===== src/rtl/lmc_pkg.sv =====
package lmc_pkg;

  typedef enum logic [1:0] {
    MODE_PFM  = 2'b00,
    MODE_LPFM = 2'b01,
    MODE_PWM  = 2'b10
  } mode_e;

  // control -> datapath strobes
  typedef struct packed {
    logic dwellLoad;
    logic dwellClear;
  } ctrlStrb_t;

  // datapath -> control comparison results
  typedef struct packed {
    logic aboveExit;
    logic belowEntry;
    logic aboveAdd;
    logic belowShed;
    logic dwellDone;
    logic sleepOk;
  } cmpFlags_t;

  // PFM entry level in 5 mA units
  function automatic logic [7:0] entryLvl5(input logic [2:0] code);
    case (code)
      3'd0:    return 8'd20;
      3'd1:    return 8'd25;
      3'd2:    return 8'd30;
      3'd3:    return 8'd35;
      default: return 8'd45;
    endcase
  endfunction

  // PFM exit level in 5 mA units
  function automatic logic [7:0] exitLvl5(input logic [2:0] code);
    case (code)
      3'd4:    return 8'd45;
      3'd5:    return 8'd55;
      3'd6:    return 8'd65;
      3'd7:    return 8'd75;
      default: return 8'd35;
    endcase
  endfunction

  // per-phase add level in 10 mA units
  function automatic logic [6:0] addLvl10(input logic [2:0] code);
    logic [2:0] c;
    c = (code < 3'd2) ? 3'd2 : code;
    return 7'((c + 4'd3) * 4'd10);
  endfunction

  // per-phase shed level in 10 mA units
  function automatic logic [6:0] shedLvl10(input logic [2:0] code);
    logic [2:0] c;
    c = (code > 3'd5) ? 3'd5 : code;
    return 7'((c + 4'd3) * 4'd10);
  endfunction

endpackage


===== src/rtl/lmc_datapath.sv =====
module lmc_datapath
  import lmc_pkg::*;
#(
  parameter int NPH     = 6,
  parameter int LOAD_W  = 12,
  parameter int DWELL_W = 8,
  localparam int PH_W   = $clog2(NPH + 1),
  localparam int THR_W  = LOAD_W + 4
) (
  input  logic               clk,
  input  logic               rstN,
  input  ctrlStrb_t          strb,
  input  logic [PH_W-1:0]    phaseCount,
  input  logic [LOAD_W-1:0]  loadCur,
  input  logic [2:0]         pfmEntryCode,
  input  logic [2:0]         pfmExitCode,
  input  logic [2:0]         phaseAddCode,
  input  logic [2:0]         phaseShedCode,
  input  logic [DWELL_W-1:0] dwellTicks,
  input  logic               lowPwrEnable,
  input  logic               lowPwrAllow,
  input  logic               sleepIn,
  input  logic               sleepPolHigh,
  output cmpFlags_t          flags,
  output logic [NPH-1:0]     phaseEn,
  output logic               cfgErr
);

  logic [7:0]         entry5, exit5;
  logic [6:0]         addLvl, shedLvl;
  logic [THR_W-1:0]   addThr, shedThr, loadExt;
  logic [LOAD_W:0]    load2x;
  logic [DWELL_W-1:0] dwellCnt;

  assign entry5  = entryLvl5(pfmEntryCode);
  assign exit5   = exitLvl5(pfmExitCode);
  assign addLvl  = addLvl10(phaseAddCode);
  assign shedLvl = shedLvl10(phaseShedCode);

  assign addThr  = THR_W'(addLvl) * THR_W'(phaseCount);
  assign shedThr = THR_W'(shedLvl) * THR_W'(phaseCount);
  assign loadExt = THR_W'(loadCur);
  assign load2x  = {loadCur, 1'b0};

  assign flags.aboveExit  = load2x > (LOAD_W+1)'(exit5);
  assign flags.belowEntry = load2x < (LOAD_W+1)'(entry5);
  assign flags.aboveAdd   = loadExt > addThr;
  assign flags.belowShed  = loadExt < shedThr;
  assign flags.dwellDone  = (dwellCnt == '0);
  assign flags.sleepOk    = lowPwrEnable && lowPwrAllow && (sleepIn == sleepPolHigh);

  assign cfgErr = (addLvl <= shedLvl) || ({1'b0, exit5} < ({1'b0, entry5} + 9'd30));

  always_ff @(posedge clk) begin
    if (!rstN || strb.dwellClear) dwellCnt <= '0;
    else if (strb.dwellLoad)      dwellCnt <= dwellTicks;
    else if (dwellCnt != '0)      dwellCnt <= dwellCnt - 1'b1;
  end

  for (genvar i = 0; i < NPH; i++) begin : g_en
    assign phaseEn[i] = (phaseCount > PH_W'(i));
  end

  AST_THERMO_EN: assert property (@(posedge clk) disable iff (!rstN)
    ($countones(phaseEn) == int'(phaseCount)) && phaseEn[0]);

endmodule


===== src/rtl/lmc_control.sv =====
module lmc_control
  import lmc_pkg::*;
#(
  parameter int NPH   = 6,
  localparam int PH_W = $clog2(NPH + 1)
) (
  input  logic            clk,
  input  logic            rstN,
  input  logic            convEnable,
  input  logic            forcePwm,
  input  logic            loadValid,
  input  cmpFlags_t       flags,
  output ctrlStrb_t       strb,
  output logic [PH_W-1:0] phaseCount,
  output logic [1:0]      modeOut
);

  logic [PH_W-1:0] phaseQ, phaseNext;
  logic pwmQ, pwmNext, lpQ, lpNext;

  always_comb begin
    pwmNext   = pwmQ;
    phaseNext = phaseQ;
    strb      = '0;
    if (!convEnable) begin
      pwmNext         = forcePwm;
      phaseNext       = PH_W'(1);
      strb.dwellClear = 1'b1;
    end else begin
      if (forcePwm) pwmNext = 1'b1;
      else if (loadValid) begin
        if (pwmQ && flags.belowEntry)      pwmNext = 1'b0;
        else if (!pwmQ && flags.aboveExit) pwmNext = 1'b1;
      end
      if (!pwmNext) begin
        phaseNext = PH_W'(1);
      end else if (loadValid && flags.dwellDone) begin
        if (flags.aboveAdd && phaseQ < PH_W'(NPH)) begin
          phaseNext      = phaseQ + PH_W'(1);
          strb.dwellLoad = 1'b1;
        end else if (flags.belowShed && phaseQ > PH_W'(1)) begin
          phaseNext      = phaseQ - PH_W'(1);
          strb.dwellLoad = 1'b1;
        end
      end
    end
    lpNext = convEnable && !pwmNext && flags.sleepOk;
  end

  always_ff @(posedge clk) begin
    if (!rstN) begin
      phaseQ <= PH_W'(1);
      pwmQ   <= 1'b0;
      lpQ    <= 1'b0;
    end else begin
      phaseQ <= phaseNext;
      pwmQ   <= pwmNext;
      lpQ    <= lpNext;
    end
  end

  assign phaseCount = phaseQ;
  assign modeOut    = {pwmQ, lpQ};

  AST_PHASE_RANGE: assert property (@(posedge clk) disable iff (!rstN)
    phaseQ >= PH_W'(1) && phaseQ <= PH_W'(NPH));
  AST_ONE_STEP: assert property (@(posedge clk) disable iff (!rstN)
    (phaseQ != $past(phaseQ)) && pwmQ && $past(convEnable) |->
      (phaseQ == $past(phaseQ) + PH_W'(1)) || (phaseQ == $past(phaseQ) - PH_W'(1)));
  AST_NO_EVAL_HOLD: assert property (@(posedge clk) disable iff (!rstN)
    $past(convEnable) && !$past(loadValid) |-> $stable(phaseQ));
  AST_DWELL_GAP: assert property (@(posedge clk) disable iff (!rstN)
    (phaseQ != $past(phaseQ)) && pwmQ && $past(convEnable) |-> $past(flags.dwellDone));
  AST_FORCED_PWM: assert property (@(posedge clk) disable iff (!rstN)
    convEnable && forcePwm |=> modeOut == MODE_PWM);
  AST_DISABLED_ONE: assert property (@(posedge clk) disable iff (!rstN)
    !convEnable |=> phaseCount == PH_W'(1));
  AST_LP_NEEDS_SLEEP: assert property (@(posedge clk) disable iff (!rstN)
    modeOut == MODE_LPFM |-> $past(flags.sleepOk));

endmodule


===== src/rtl/load_mode_ctl.sv =====
module load_mode_ctl
  import lmc_pkg::*;
#(
  parameter int NPH     = 6,
  parameter int LOAD_W  = 12,
  parameter int DWELL_W = 8,
  localparam int PH_W   = $clog2(NPH + 1)
) (
  input  logic               clk,
  input  logic               rstN,
  input  logic               convEnable,
  input  logic               forcePwm,
  input  logic               lowPwrEnable,
  input  logic               lowPwrAllow,
  input  logic               sleepIn,
  input  logic               sleepPolHigh,
  input  logic [2:0]         pfmEntryCode,
  input  logic [2:0]         pfmExitCode,
  input  logic [2:0]         phaseAddCode,
  input  logic [2:0]         phaseShedCode,
  input  logic [DWELL_W-1:0] dwellTicks,
  input  logic               loadValid,
  input  logic [LOAD_W-1:0]  loadCur,
  output logic [PH_W-1:0]    phaseCount,
  output logic [1:0]         modeOut,
  output logic [NPH-1:0]     phaseEn,
  output logic               cfgErr
);

  ctrlStrb_t strb;
  cmpFlags_t flags;

  lmc_control #(.NPH(NPH)) u_ctrl (
    .clk(clk), .rstN(rstN), .convEnable(convEnable), .forcePwm(forcePwm),
    .loadValid(loadValid), .flags(flags), .strb(strb),
    .phaseCount(phaseCount), .modeOut(modeOut)
  );

  lmc_datapath #(.NPH(NPH), .LOAD_W(LOAD_W), .DWELL_W(DWELL_W)) u_dp (
    .clk(clk), .rstN(rstN), .strb(strb), .phaseCount(phaseCount),
    .loadCur(loadCur), .pfmEntryCode(pfmEntryCode), .pfmExitCode(pfmExitCode),
    .phaseAddCode(phaseAddCode), .phaseShedCode(phaseShedCode),
    .dwellTicks(dwellTicks), .lowPwrEnable(lowPwrEnable), .lowPwrAllow(lowPwrAllow),
    .sleepIn(sleepIn), .sleepPolHigh(sleepPolHigh), .flags(flags),
    .phaseEn(phaseEn), .cfgErr(cfgErr)
  );

endmodule


===== config.mk =====
export PLATFORM = sky130hd
export DESIGN_NAME = load_mode_ctl
export DESIGN_NICKNAME = d
export VERILOG_FILES = /design/src/rtl/lmc_pkg.sv /design/src/rtl/lmc_datapath.sv /design/src/rtl/lmc_control.sv /design/src/rtl/load_mode_ctl.sv
export SDC_FILE = /design/constraint.sdc
export NUM_CORES = 1
export LEC_CHECK = 0
export ABC_AREA = 1
export BUFFER_PORTS_ARGS = -buffer_cell sky130_fd_sc_hd__buf_2
export CAP_MARGIN = 25
export CORE_MARGIN = 5
export CORE_UTILIZATION = 55
export CTS_CLUSTER_DIAMETER = 120
export DETAILED_ROUTE_END_ITERATION = 8
export GPL_ROUTABILITY_DRIVEN = 0
export GPL_TIMING_DRIVEN = 1
export PLACE_DENSITY_LB_ADDON = 0.2
export SLEW_MARGIN = 20
export SYNTH_ARGS = -nofsm -noshare
export SYNTH_HDL_FRONTEND = slang
export SYNTH_SLANG_ARGS = --single-unit

===== constraint.sdc =====
create_clock -name clk -period 7.4 [get_ports clk]
set_input_delay 2.22 -clock clk [delete_from_list [all_inputs] [get_ports clk]]
set_output_delay 2.22 -clock clk [all_outputs]
set_load 0.01 [all_outputs]

==> summary.txt, run 1 <==
Status
  • Status: complete, no violations

Clock tree
  • H-tree depth: 1
  • Clock sinks: 13
  • CTS tree: yes
  • CTS Hold Bufs: 0
  • Post-CTS setup buffers: 0
  • Clock slew at reported path FFs: 0.06 ns
  • Post-cts sizing count: 0
  • Later-pin clock latency in the skew report: 0.25 ns
  • Root Buffer: clkbuf_8
  • Cts bufs inserted: 3
  • Clock Path Buffers: 2

Placed design
  • HPWL Detailed: 5.97 mm
  • Area post-placement: 0.00330 mm2
  • # port buffers: 52
  • Setup WS pre-CTS: -0.0236 ns
  • DP Cell Count: 570

Timing
  • Least-Margin Pin Slew: 0.600 ns
  • Fmax: 141 MHz
  • Slew margin rel.: 59.9%
  • Slew Viols, Final: 0
  • Final hold viol count: 0
  • Tcrit/Tclk final: 95.8%
  • Final TNS setup: 0 ns
  • Final setup violating endpoints: 0
  • Final worst setup slack: 0.309 ns
  • Worst Skew: 0.00114 ns
  • Tmin final: 7.09 ns

Detailed routing
  • Top routing layer used: met4
  • Routed vias/inst: 5.11
  • Vias: 2932
  • DRT Pass-1 Iters: 5
  • WL final: 6.95 mm
  • DRT iter0 DRCs: 90
  • ANT nets after route: 0
  • WL met3: 324 um
  • Met1 WL: 3.26 mm
  • WL per Instance: 12.1 um
  • DRC: 0
  • Met2 WL: 3.22 mm

Finish
  • Share of cells above drive strength 1: 13.7%
  • Commonest non-fill, non-tap cell in the layout: nand2_1
  • Non-filler cells, final: 574
  • Fin nets: 625
  • N_diodes: 0
  • Post-route design area: 0.00335 mm2
  • Layout Area Growth over Synthesis: 12.5%
  • Highest-count cells in the layout ignoring fill and taps: nand2_1, inv_1, ha_1, buf_2, nor2_1

Worst setup path
  • WP buf/inv: 3
  • Setup crit start kind: primary input
  • CP Max Fanout: 8
  • CP Capture Type: output pin
  • Critical path's slowest cell: ha_1
  • Crit path DAT: 4.87 ns
  • CP Cell Sequence: buf_2 -> o21ai_2 -> inv_1 -> ha_1 -> a21o_1 -> ha_1 -> ha_1 -> xnor2_1 -> xnor2_2 -> ha_1 -> nand2_1 -> nor2_1 -> o21ai_0 -> o211ai_1 -> nand3_1 -> buf_2
  • Family with the most delay on the worst path: adder cells
  • Req. time, crit path: 5.18 ns
  • Crit-path max cell delay: 0.30 ns
  • CP most frequent cell: ha_1
  • Crit path kind: primary input to output pin

Power
  • Final Total Pwr: 695 uW
  • Lkg Pwr: 2.00 nW
  • Power Density: 207 mW/mm2
  • VDD IR max: 0.000182 V

Floorplanning
  • Die Y-Extent: 83.6 um
  • Initial core utilization: 57.7%
  • Die area: 0.00700 mm2
  • Number of top-level pins: 53
  • Chip width: 83.6 um
  • Core Region: 0.00517 mm2
  • Row cnt: 26

Synth
  • #FFs+latches synth: 13
  • Synth Cell Area: 0.00298 mm2
  • Post-synthesis cell count: 455
  • Yosys warning total: 0
  • Avg Synthesized Cell Area: 6.56 um2
  • Ys flop type: dfxtp_1
  • FFs w/ async S/R, synth: 0%
  • EDFF count, synth: 0
  • Sequential fraction of the synthesis area: 8.72%
  • Distinct cell type count after synthesis: 28
  • Synth Net Count: 575

Global routing
  • GRT Residual Overflow: 0
  • Number of global-route vias before repair: 2840
  • Tot GR Track Use: 20.0%
  • Largest net degree at the start of global routing: 16
  • Initial antenna violation count: 0
  • Global-route wire length before repair: 12.1 mm

Flow run
  • Max Cap Violations: 0

Worst hold path
  • Hold Crit Class: flop to flop
## cell usage after synthesis, types with 2 or more instances
cell	count	share of area, %
dfxtp_1	13	8.7
nor3_1	3	0.50
nand3_1	21	3.5
a21o_1	3	0.75
a21oi_1	34	5.7
nor2_1	42	5.3
inv_1	88	11
clkbuf_1	5	0.63
or2_2	2	0.42
nor2_2	3	0.63
fa_1	10	6.7
xnor2_1	11	3.2
nand4_1	3	0.63
nand2_1	108	14
o21ai_0	18	3.0
xor2_1	8	2.3
ha_1	69	29
buf_4	2	0.50
nand2_2	2	0.42
a211oi_1	2	0.50
## cells by family (layout without fill, tap and decap cells)
kind of cell               count (synthesis)  in the layout  synth area share (%)
AOI/OAI and AO/OA                         60             60                  11.0
xor gates and xnor gates                  19             19                  5.58
and+or+nand+nor                          188            188                  26.6
adders and majority gates                 79             79                  35.7
buffers and inverters                     96            145                  12.4
DFF                                       13             13                  8.72
## through the flow
stage          utilization [%]  hold slack (ns)
2_1_floorplan                -            0.476
3_3_place_gp              63.7            0.499
3_5_place_dp              63.7            0.506
4_1_cts                   64.6            0.515
5_1_grt                   64.9            0.555
6_report                  64.9            0.514
## per-layer routing
metal	vias to the layer above	GRT usage, %
li1	1537	-
met1	1304	26.5
met2	72	34.1
met3	19	1.97
met4	0	6.29
met5	-	0
## sequential cells by signal (all words and copies together) (netlist names)
| signal | cells |
|---|---|
| u_ctrl.phaseCount | 3 |
| u_dp.dwellCnt | 8 |
| u_ctrl.pwmQ | 1 |
| u_ctrl.lpQ | 1 |
## report_power, final
| group | leakage, nW | internal (mW) | switching (mW) |
|---|---|---|---|
| sequential | 0.106 | 0.0932 | 0.0269 |
| clock | 0.0255 | 0.0373 | 0.0279 |
| combinational | 1.87 | 0.207 | 0.303 |
| total | 2.00 | 0.338 | 0.358 |
## final cells by class
cell class / count / area [um2]
clock buffers: 3 / 41.3
clock inverters: 1 / 5.00
fillers: 502 / 1820
inverters: 89 / 335
multi-input cells: 346 / 2360
flip-flops and latches: 13 / 260
well taps: 70 / 87.6
repair buffers: 52 / 260
## path summary, 6_finish.rpt
check / startpoint / endpoint / slack [ns] / depth (start not counted)
setup / recovery: phaseAddCode[2] / cfgErr / 0.31 / 16
hold / removal: u_dp.dwellCnt[1]$_SDFFE_PP0P_ / u_dp.dwellCnt[1]$_SDFFE_PP0P_ / 0.51 / 2
setup reg to reg: u_ctrl.phaseCount[2]$_SDFFE_PN0P_ / u_dp.dwellCnt[3]$_SDFFE_PP0P_ / 3.20 / 21
hold reg to reg: u_dp.dwellCnt[1]$_SDFFE_PP0P_ / u_dp.dwellCnt[1]$_SDFFE_PP0P_ / 0.51 / 2
## worst reg2reg max path, delay by kind of cell (launching register included)
| family | cells | cell delay (ns) |
|---|---|---|
| AOI/OAI and AO/OA | 6 | 0.94 |
| adders and majority gates | 4 | 1.47 |
| buffers and inverters | 3 | 0.20 |
| DFF | 1 | 0.70 |
| and+or+nand+nor | 8 | 0.83 |
(Power assumes the default switching activity.)
==> run 2: changes to the inputs <==
==> constraint.sdc (replaced) <==
create_clock -name clk -period 8.78 [get_ports clk]
set_input_delay 2.634 -clock clk [delete_from_list [all_inputs] [get_ports clk]]
set_output_delay 2.634 -clock clk [all_outputs]
set_load 0.01 [all_outputs]
==> summary.txt, run 2 (synthesized netlist as in run 1, its figures left out) <==
Power
  • Combinational share of power: 73.6% (+0.2 points)
  • Switching share of power: 51.4% (about the same)
  • Power Density: 175 mW/mm2 (-16%)
  • Cell-internal power: 284 uW (-16%)
  • Switching Power: 301 uW (-16%)
  • Sequential Power Share: 17.3% (about the same)
  • Lkg Pwr: 1.99 nW (-0.50%)
  • Clock power share: 9.1% (-0.3 points)
  • VDD IR max: 0.000140 V (-23%)

Floorplanning
  • Die area: 0.00700 mm2 (unchanged)
  • Number of top-level pins: 53 (unchanged)
  • Initial core utilization: 57.7% (unchanged)
  • Die Y-Extent: 83.6 um (unchanged)
  • Row cnt: 26 (unchanged)
  • Chip width: 83.6 um (unchanged)
  • Core Region: 0.00517 mm2 (unchanged)

Global routing
  • Tot GR Track Use: 20.0% (+0.041 points)
  • Number of global-route vias before repair: 2765 (-2.6%)
  • GRT Residual Overflow: 0 (unchanged)
  • Initial antenna violation count: 0 (unchanged)
  • Global-route wire length before repair: 12.0 mm (-0.68%)
  • Largest net degree at the start of global routing: 16 (unchanged)

Worst setup path
  • Setup crit start kind: primary input
  • WP buf/inv: 3 (unchanged)
  • CP most frequent cell: ha_1
  • CP Capture Type: output pin
  • Crit path kind: primary input to output pin
  • CP Max Fanout: 8 (unchanged)
  • CP Cell Sequence: buf_2 -> o21ai_0 -> inv_1 -> ha_1 -> a21o_1 -> ha_1 -> ha_1 -> xnor2_1 -> xnor2_1 -> ha_1 -> nand2_1 -> nor2_1 -> o21ai_0 -> o211ai_1 -> nand3_1 -> buf_2
  • Family with the most delay on the worst path: adder cells
  • Crit-path max cell delay: 0.41 ns (+0.11 ns)
  • Req. time, crit path: 6.15 ns (+0.97 ns)
  • Crit path DAT: 5.58 ns (+0.71 ns)
  • Critical path's slowest cell: o21ai_0

Detailed routing
  • DRC: 0 (unchanged)
  • DRT iter0 DRCs: 126 (+40%)
  • Vias: 2862 (-2.4%)
  • DRT Pass-1 Iters: 4 (-1)
  • WL final: 6.75 mm (-2.8%)
  • WL per Instance: 11.8 um (-2.8%)
  • Routed vias/inst: 4.99 (-2.4%)
  • ANT nets after route: 0 (unchanged)

Timing
  • Final hold slack: 0.509 ns (-0.00510 ns)
  • Final hold viol count: 0 (unchanged)
  • Worst Skew: 0.00343 ns (+0.00229 ns)
  • Least-Margin Pin Slew: 0.562 ns (-0.0380 ns)
  • Tcrit/Tclk final: 93.5%
  • Tmin final: 8.21 ns
  • Slew margin rel.: 62.5% (+2.5 points)
  • Fmax: 122 MHz
  • Final TNS setup: 0 ns (unchanged)
  • Unrepaired setup endpoints after global routing: false
  • Final setup violating endpoints: 0 (unchanged)
  • Slew Viols, Final: 0 (unchanged)

Finish
  • N_diodes: 0 (unchanged)
  • Highest-count cells in the layout ignoring fill and taps: nand2_1, inv_1, ha_1, buf_2, nor2_1
  • Area occupied by multi-input gates: 0.00235 mm2 (-0.48%)
  • Register area: 260 um2 (unchanged)
  • Largest Register: u_dp.dwellCnt
  • Share of cells above drive strength 1: 13.1% (-0.60 points)
  • Max reg flops: 8 (unchanged)
  • Final design utilization: 64.6% (-0.24 points)
  • Layout Area Growth over Synthesis: 12.0%
  • Fin nets: 625 (unchanged)
  • Fillers: 502 (unchanged)
  • Commonest non-fill, non-tap cell in the layout: nand2_1

Clock tree
  • H-tree depth: 1 (unchanged)
  • CTS Hold Bufs: 0 (unchanged)
  • Root Buffer: clkbuf_8
  • Post-cts sizing count: 0 (unchanged)
  • Clock sinks: 13 (unchanged)
  • Later-pin clock latency in the skew report: 0.24 ns (about the same)
  • CTS tree: yes
  • Post-CTS setup buffers: 0 (unchanged)
  • Cts bufs inserted: 3 (unchanged)
  • Clock slew at reported path FFs: 0.05 ns (about the same)
  • Clock Path Buffers: 2 (unchanged)

Flow run
  • Max Cap Violations: 0 (unchanged)

Worst hold path
  • Hold Crit Class: flop to flop

Placed design
  • # port buffers: 52 (unchanged)
  • HPWL Detailed: 5.92 mm (-0.91%)

Status
  • Status: complete, no violations
[run 2: cell type report]
| type | instances | share of cell area, % |
|---|---|---|
| multi-input combinational | 346 | 70.4 |
| tap | 70 | 2.62 |
| inverter | 89 | 10.0 |
| clock buffer | 4 | 1.35 |
| timing repair buffer | 52 | 7.79 |
| sequential | 13 | 7.79 |
[run 2: power groups by stage]
stage	combinational [mW]	sequential (mW)	clock [mW]
final	0.430	0.101	0.0531
after detailed placement	0.426	0.102	0
after CTS	0.432	0.101	0.0536
after global placement	0.411	0.100	0
after floorplan	0.338	0.0943	0
after global routing	0.497	0.104	0.0589
[run 2: layer usage]
metal / track usage, % / routed length, um
met2: 34.0 / 3160
met1: 27.8 / 3260
met5: 0 / 0
met3: 1.68 / 272
met4: 3.95 / 56
[run 2: worst paths after layout]
| path | cells after the start | to | slack (ns) | start |
|---|---|---|---|---|
| worst max-delay path | 16 | cfgErr | 0.57 | phaseAddCode[2] |
| worst min-delay path | 2 | u_dp.dwellCnt[1]$_SDFFE_PP0P_ | 0.51 | u_dp.dwellCnt[1]$_SDFFE_PP0P_ |
| worst max register to register | 21 | u_dp.dwellCnt[3]$_SDFFE_PP0P_ | 4.45 | u_ctrl.phaseCount[2]$_SDFFE_PN0P_ |
| worst min register to register | 2 | u_dp.dwellCnt[1]$_SDFFE_PP0P_ | 0.51 | u_dp.dwellCnt[1]$_SDFFE_PP0P_ |
[run 2: stage by stage]
stage	cell area (um2)	power, mW	worst slack, ns	std cells
CTS	3340	0.586	0.600	574
floorplan	2980	0.432	1.01	455
global route	3340	0.659	0.284	574
global placement	3300	0.511	0.857	570
detailed placement	3300	0.528	0.610	570
finish	3340	0.584	0.571	574
[run 2: worst register-to-register path: cells and delay by family (launching register included)]
family                     cells  cell delay [ns]
and+or+nand+nor                8             0.89
DFF                            1             0.67
buffers and inverters          3             0.19
AOI/OAI and AO/OA              6             1.06
adders and majority gates      4             1.46
